--- config.mk ---
export PLATFORM = sky130hd
export DESIGN_NAME = wkw_window
export DESIGN_NICKNAME = d
export VERILOG_FILES = /design/src/rtl/wkw_pkg.sv /design/src/rtl/wkw_tag_pipe.sv /design/src/rtl/wkw_entry.sv /design/src/rtl/wkw_window.sv
export SDC_FILE = /design/constraint.sdc
export NUM_CORES = 2
export LEC_CHECK = 0
export ABC_AREA = 1
export BUFFER_PORTS_ARGS = -buffer_cell sky130_fd_sc_hd__buf_2
export CAP_MARGIN = 20
export CELL_PAD_IN_SITES_DETAIL_PLACEMENT = 0
export CELL_PAD_IN_SITES_GLOBAL_PLACEMENT = 1
export CORE_MARGIN = 5
export CORE_UTILIZATION = 51
export DETAILED_ROUTE_END_ITERATION = 6
export HOLD_SLACK_MARGIN = 0.06
export PLACE_DENSITY_LB_ADDON = 0.1
export RECOVER_POWER = 25
export SETUP_SLACK_MARGIN = 0.3
export SYNTH_ARGS = -nofsm -noshare
export SYNTH_HDL_FRONTEND = slang
export SYNTH_SLANG_ARGS = --single-unit
export TNS_END_PERCENT = 30
--- constraint.sdc ---
create_clock -name clk -period 7.1 [get_ports clk]
set_input_delay 2.13 -clock clk [delete_from_list [all_inputs] [get_ports clk]]
set_output_delay 2.13 -clock clk [all_outputs]
set_load 0.02 [all_outputs]
--- src/rtl/wkw_pkg.sv ---
package wkw_pkg;

  // Largest supported number of window groups.
  localparam int MAX_SEGS = 10;

  // Even spread of entries over groups: entry idx sits in this group.
  function automatic int seg_of(input int idx, input int entries, input int segs);
    return (idx * segs) / entries;
  endfunction

endpackage

--- src/rtl/wkw_tag_pipe.sv ---
// Chain of tag registers. Row 0 is the broadcast input itself; row k holds
// the tag set that arrived k cycles ago. Rows are flattened on the outputs.
module wkw_tag_pipe #(
  parameter int W     = 4,
  parameter int TAG_W = 6,
  parameter int SEGS  = 4
) (
  input  logic                    clk,
  input  logic                    rst,
  input  logic [W-1:0]            in_vld_i,
  input  logic [W*TAG_W-1:0]      in_tag_i,
  output logic [SEGS*W-1:0]       st_vld_o,
  output logic [SEGS*W*TAG_W-1:0] st_tag_o
);

  localparam int ROW_T = W * TAG_W;
  localparam int LAT_N = (SEGS > 1) ? SEGS - 1 : 1;

  logic [W-1:0]     lat_vld [LAT_N];
  logic [ROW_T-1:0] lat_tag [LAT_N];
  logic             run_q;

  always_ff @(posedge clk) run_q <= !rst;

  assign st_vld_o[W-1:0]     = in_vld_i;
  assign st_tag_o[ROW_T-1:0] = in_tag_i;

  generate
    if (SEGS > 1) begin : g_chain
      for (genvar k = 1; k < SEGS; k++) begin : g_row
        always_ff @(posedge clk) begin
          if (rst) begin
            lat_vld[k-1] <= '0;
          end else begin
            lat_vld[k-1] <= st_vld_o[(k-1)*W +: W];
          end
          lat_tag[k-1] <= st_tag_o[(k-1)*ROW_T +: ROW_T];
        end

        assign st_vld_o[k*W +: W]         = lat_vld[k-1];
        assign st_tag_o[k*ROW_T +: ROW_T] = lat_tag[k-1];

        // each row moves exactly one group further per cycle
        p_tag_advance_r3: assert property (@(posedge clk) disable iff (rst)
          run_q |-> (st_vld_o[k*W +: W] == $past(st_vld_o[(k-1)*W +: W])));
      end
    end else begin : g_flat
      assign lat_vld[0] = '0;
      assign lat_tag[0] = '0;
    end
  endgenerate

endmodule

--- src/rtl/wkw_entry.sv ---
// One window slot: two source tags, two ready bits, a valid bit and a
// registered ready output. SEG selects which tag row it listens to.
module wkw_entry #(
  parameter int W     = 4,
  parameter int TAG_W = 6,
  parameter int SEGS  = 4,
  parameter int SEG   = 0
) (
  input  logic                    clk,
  input  logic                    rst,
  input  logic [SEGS*W-1:0]       st_vld_i,
  input  logic [SEGS*W*TAG_W-1:0] st_tag_i,
  input  logic                    wr_hit_i,
  input  logic [TAG_W-1:0]        wr_tag0_i,
  input  logic [TAG_W-1:0]        wr_tag1_i,
  input  logic                    wr_rdy0_i,
  input  logic                    wr_rdy1_i,
  input  logic                    clr_hit_i,
  output logic                    rdy_o
);

  localparam int LANES = SEGS * W;
  localparam int BASE  = SEG * W;

  logic             vld_q, r0_q, r1_q, rdy_q;
  logic [TAG_W-1:0] tag0_q, tag1_q;
  logic             seg_hit0, seg_hit1, fly_hit0, fly_hit1;
  logic             nxt_vld, nxt_r0, nxt_r1;

  // Compare the stored tags with the row belonging to this group only.
  always_comb begin
    seg_hit0 = 1'b0;
    seg_hit1 = 1'b0;
    for (int l = 0; l < W; l++) begin
      if (st_vld_i[BASE+l] && (st_tag_i[(BASE+l)*TAG_W +: TAG_W] == tag0_q)) seg_hit0 = 1'b1;
      if (st_vld_i[BASE+l] && (st_tag_i[(BASE+l)*TAG_W +: TAG_W] == tag1_q)) seg_hit1 = 1'b1;
    end
  end

  // Compare incoming tags with everything still travelling on the chain.
  always_comb begin
    fly_hit0 = 1'b0;
    fly_hit1 = 1'b0;
    for (int l = 0; l < LANES; l++) begin
      if (st_vld_i[l] && (st_tag_i[l*TAG_W +: TAG_W] == wr_tag0_i)) fly_hit0 = 1'b1;
      if (st_vld_i[l] && (st_tag_i[l*TAG_W +: TAG_W] == wr_tag1_i)) fly_hit1 = 1'b1;
    end
  end

  always_comb begin
    nxt_vld = vld_q;
    nxt_r0  = r0_q | seg_hit0;
    nxt_r1  = r1_q | seg_hit1;
    if (wr_hit_i) begin
      nxt_vld = 1'b1;
      nxt_r0  = wr_rdy0_i | fly_hit0;
      nxt_r1  = wr_rdy1_i | fly_hit1;
    end
    if (clr_hit_i) begin
      nxt_vld = 1'b0;
      nxt_r0  = 1'b0;
      nxt_r1  = 1'b0;
    end
  end

  always_ff @(posedge clk) begin
    if (rst) begin
      vld_q <= 1'b0;
      r0_q  <= 1'b0;
      r1_q  <= 1'b0;
      rdy_q <= 1'b0;
    end else begin
      vld_q <= nxt_vld;
      r0_q  <= nxt_r0;
      r1_q  <= nxt_r1;
      rdy_q <= nxt_vld & nxt_r0 & nxt_r1;
    end
    if (wr_hit_i && !clr_hit_i) begin
      tag0_q <= wr_tag0_i;
      tag1_q <= wr_tag1_i;
    end
  end

  assign rdy_o = rdy_q;

  // a clear always wins and drops readiness next cycle
  p_clear_drops_r9: assert property (@(posedge clk) disable iff (rst)
    clr_hit_i |=> !rdy_o);

  // readiness is held until the slot is cleared or reloaded
  p_ready_sticky_r10: assert property (@(posedge clk) disable iff (rst)
    (rdy_o && !clr_hit_i && !wr_hit_i) |=> rdy_o);

  // with no valid lane at this group and no load, readiness cannot rise
  p_no_spurious_r5: assert property (@(posedge clk) disable iff (rst)
    (!rdy_o && !wr_hit_i && (st_vld_i[BASE +: W] == '0)) |=> !rdy_o);

  // a load with both operands available is ready at once
  p_load_ready_r2: assert property (@(posedge clk) disable iff (rst)
    (wr_hit_i && !clr_hit_i && wr_rdy0_i && wr_rdy1_i) |=> rdy_o);

endmodule

--- src/rtl/wkw_window.sv ---
module wkw_window #(
  parameter int ENTRIES = 32,
  parameter int SEGS    = 4,
  parameter int W       = 4,
  parameter int TAG_W   = 6,
  parameter int IDX_W   = $clog2(ENTRIES)
) (
  input  logic                 clk,
  input  logic                 rst,
  input  logic                 wr_en_i,
  input  logic [IDX_W-1:0]     wr_idx_i,
  input  logic [TAG_W-1:0]     wr_src0_tag_i,
  input  logic [TAG_W-1:0]     wr_src1_tag_i,
  input  logic                 wr_src0_rdy_i,
  input  logic                 wr_src1_rdy_i,
  input  logic [W-1:0]         bc_vld_i,
  input  logic [W*TAG_W-1:0]   bc_tag_i,
  input  logic                 clr_en_i,
  input  logic [IDX_W-1:0]     clr_idx_i,
  output logic [ENTRIES-1:0]   ready_o
);

  import wkw_pkg::*;

  localparam int LANES = SEGS * W;

  logic [LANES-1:0]       st_vld;
  logic [LANES*TAG_W-1:0] st_tag;
  logic [ENTRIES-1:0]     wr_hit, clr_hit;

  wkw_tag_pipe #(.W(W), .TAG_W(TAG_W), .SEGS(SEGS)) tag_pipe_i (
    .clk      (clk),
    .rst      (rst),
    .in_vld_i (bc_vld_i),
    .in_tag_i (bc_tag_i),
    .st_vld_o (st_vld),
    .st_tag_o (st_tag)
  );

  always_comb begin
    for (int e = 0; e < ENTRIES; e++) begin
      wr_hit[e]  = wr_en_i  && (wr_idx_i  == IDX_W'(e));
      clr_hit[e] = clr_en_i && (clr_idx_i == IDX_W'(e));
    end
  end

  generate
    for (genvar e = 0; e < ENTRIES; e++) begin : g_slot
      wkw_entry #(
        .W     (W),
        .TAG_W (TAG_W),
        .SEGS  (SEGS),
        .SEG   (seg_of(e, ENTRIES, SEGS))
      ) slot_i (
        .clk       (clk),
        .rst       (rst),
        .st_vld_i  (st_vld),
        .st_tag_i  (st_tag),
        .wr_hit_i  (wr_hit[e]),
        .wr_tag0_i (wr_src0_tag_i),
        .wr_tag1_i (wr_src1_tag_i),
        .wr_rdy0_i (wr_src0_rdy_i),
        .wr_rdy1_i (wr_src1_rdy_i),
        .clr_hit_i (clr_hit[e]),
        .rdy_o     (ready_o[e])
      );
    end
  endgenerate

  // reset leaves the whole vector clear
  p_reset_clear_r1: assert property (@(posedge clk)
    rst |=> (ready_o == '0));

  // the slot named by the clear port is not ready afterwards
  p_clear_port_r9: assert property (@(posedge clk) disable iff (rst)
    clr_en_i |=> !ready_o[$past(clr_idx_i)]);

endmodule

==> results.yml <==
logic_synthesis:
  synth_edf_count: 384
  synth_common_cells: "1573 x nand2_1, 759 x nor2_1, 639 x inv_1, 400 x o22ai_1, 384 x edfxtp_1"
  yosysSeqAreaShare: 0.364
  synth.avg_cell_area_um2: 6.90
  synthTopCellsByArea: "edfxtp_1 27%, nand2_1 14%, dfxtp_1 9.8%"
  netlist.area_leader.share: 0.266
  ys_ff_latch: 596
  synth_most_common_cell: "nand2_1"
  synth_area_leader_cell: "edfxtp_1"
  async_flop_share: 0
  synth_nets: 6327
  synth_area_mm2: 0.0433
  synthFlopType: "edfxtp_1"
  postSynthCellCount: 6271
  yosys_warnings: 0
  ys_types: 40
placed_design:
  dp.final_hpwl_um: 127000
  io_buffers: 87
  dp.cells: 7245
  postPlaceCellArea_mm2: 0.0442
  place_ws_ns: 1.73
  place.gp.congestion: 0.983
floorplan:
  io_pins: 88
  num_rows: 106
  core_mm2: 0.0840
  die_w_um: 301
  start_util: 0.516
  die-height_um: 301
  dieArea_mm2: 0.0908
detailed_routing:
  dr.pass1.iters: 7
  ant_nets: 0
  drc_errors: 0
  vias_per_cell: 6.55
  vias: 48400
  wire_per_inst_um: 28.9
  drt_iter0_drc: 8224
  finalWirelength_um: 213000
clocking:
  clock-sinks: 596
  cts.clk_slew.worst_paths_ns: 0.06
  cts_max_level: 3
  post_cts_resized: 0
  cts_max_path_buffers: 3
  cts_tree: "done"
  root_buffer: "clkbuf_16"
  clock_latency_ns: 0.65
  post_cts_buffers: 0
  numCtsBuffers: 71
  hold_buffers: 0
finish:
  layout-drive-gt1-share: 0.0587
  nets: 6246
  final_core_util: 0.553
  fin_cells: 7390
  multi_input_area_mm2: 0.0228
  final_area_mm2: 0.0464
  regArea_mm2: 0.0158
  nFillCells: 8326
  area.growth.synth_to_final_pct: 7.18
pwr:
  p_per_area_mw_per_mm2: 196
  peakVddDrop_v: 0.000274
  leakagePower_nw: 19.5
  fin_total_pwr_mw: 9.08
setup_path:
  cp-end-kind: "flip-flop"
  cp-start-kind: "input port"
  path_max_fanout: 19
  arrival_ns: 6.65
  critPathKind: "in2reg"
  cp.required_ns: 7.61
global_route:
  use_met3: 0.154
  grt_util_met2: 0.644
  grt_util_met1: 0.593
  grt-ovfl-total: 0
  grt_busiest_layer: "met2"
  grt_max_degree: 73
  gr-usage-all-layers: 0.449
  grt_pass1_wl_um: 301000
  antenna_found_initial: 7
  first_global_vias: 43800
outcome:
  status: "complete, but fails checks"
  failed_checks: "max-capacitance violations, max-slew violations"
sta:
  setup_viol_count_final: 0
  grt_setup_unrepaired: "false"
  tns_ns: 0
  fmax_mhz: 163
  min_period_ns: 6.14
  worstMarginPinSlew_ns: 2.67
  fin_hold_ws_ns: 0.454
  fin_crit_sh: 0.864
  fin_skew_ns: 0.0354
  fin_ws_ns: 0.963
  drv_slew: 1361
  slew_headroom: -0.782
  finalHoldViolations: 0
flow_run:
  maxCapViolCount: 68
worst_hold_path:
  hp-class: "reg2reg"
## kinds of logic (layout without fill, tap and decap cells)
kind of cell | Yosys count | after routing | synth area share
compound gates | 1142 | 1142 | 0.157
xor+xnor | 330 | 330 | 0.0668
buf+inv | 1098 | 1074 | 0.110
flops | 596 | 596 | 0.364
other cells | 0 | 9 | 0
simple gates | 3105 | 3105 | 0.302
## worst max-delay path: stages
cell      delay (ns)
clkbuf_1        1.35
clkbuf_1        1.04
xor2_1          0.19
nor2_1          0.06
nand2_1         0.06
nor2_1          0.05
nor2_2          0.12
nand2_1         0.09
nor2_4          0.69
buf_4           0.52
nand3_1         0.12
nand2_1         0.11
nor2_1          0.05
## routing by layer
metal | vias up | wire (um)
met1 | 21900 | 75700
met5 | - | 0
met3 | 1182 | 36700
met2 | 4529 | 84700
met4 | 0 | 16100
li1 | 20800 | -
## layout make-up
type                       count  area share
antenna                        9    0.000485
clock buffer                  99      0.0445
clock inverter                31     0.00539
inverter                     687      0.0556
multi-input combinational   4577       0.491
sequential                   596       0.340
tap                         1134      0.0306
timing repair buffer         257      0.0327
## path summary, 6_finish.rpt
check / from / end / slack [ns] / cells after the start
worst min-delay path: g_slot[15].slot_i.vld_q / g_slot[15].slot_i.vld_q / 0.45 / 2
worst max-delay path: wr_src1_tag_i[5] / g_slot[8].slot_i.rdy_o / 0.96 / 13
worst max register to register: tag_pipe_i.lat_tag[0][26] / g_slot[21].slot_i.r0_q / 1.81 / 13
worst min register to register: g_slot[15].slot_i.vld_q / g_slot[15].slot_i.vld_q / 0.45 / 2
## cells in the final DEF (no fill, tap or decap), drive strengths merged, types with 25 or more instances in the layout
master and count:
a21oi 183, nor4 38, o22ai 400, o2111ai 45, dfxtp 212, clkbuf 181, o211ai 102, nand3b 29
nor2 765, nand3 311, inv 666, or2 25, clkinv 46, buf 175, xor2 239, xnor2 91
edfxtp 384, nor3 233, nand4 131, o21ai 371, nand2 1573
## state kept, by name, summed over array words and instances, names as in the netlist
name	flops
g_slot.slot_i.rdy_o	32
tag_pipe_i.lat_vld	12
g_slot.slot_i.r0_q	32
g_slot.slot_i.tag1_q	192
g_slot.slot_i.tag0_q	192
tag_pipe_i.lat_tag	72
g_slot.slot_i.vld_q	32
g_slot.slot_i.r1_q	32
## report_power, final
part / switching [mW] / leakage [nW] / internal, mW
Sequential: 0.0632 / 5.20 / 3.76
Combinational: 1.18 / 13.1 / 0.375
Clock: 1.56 / 1.14 / 2.14
Total: 2.80 / 19.5 / 6.27
(Power assumes the default switching activity.)
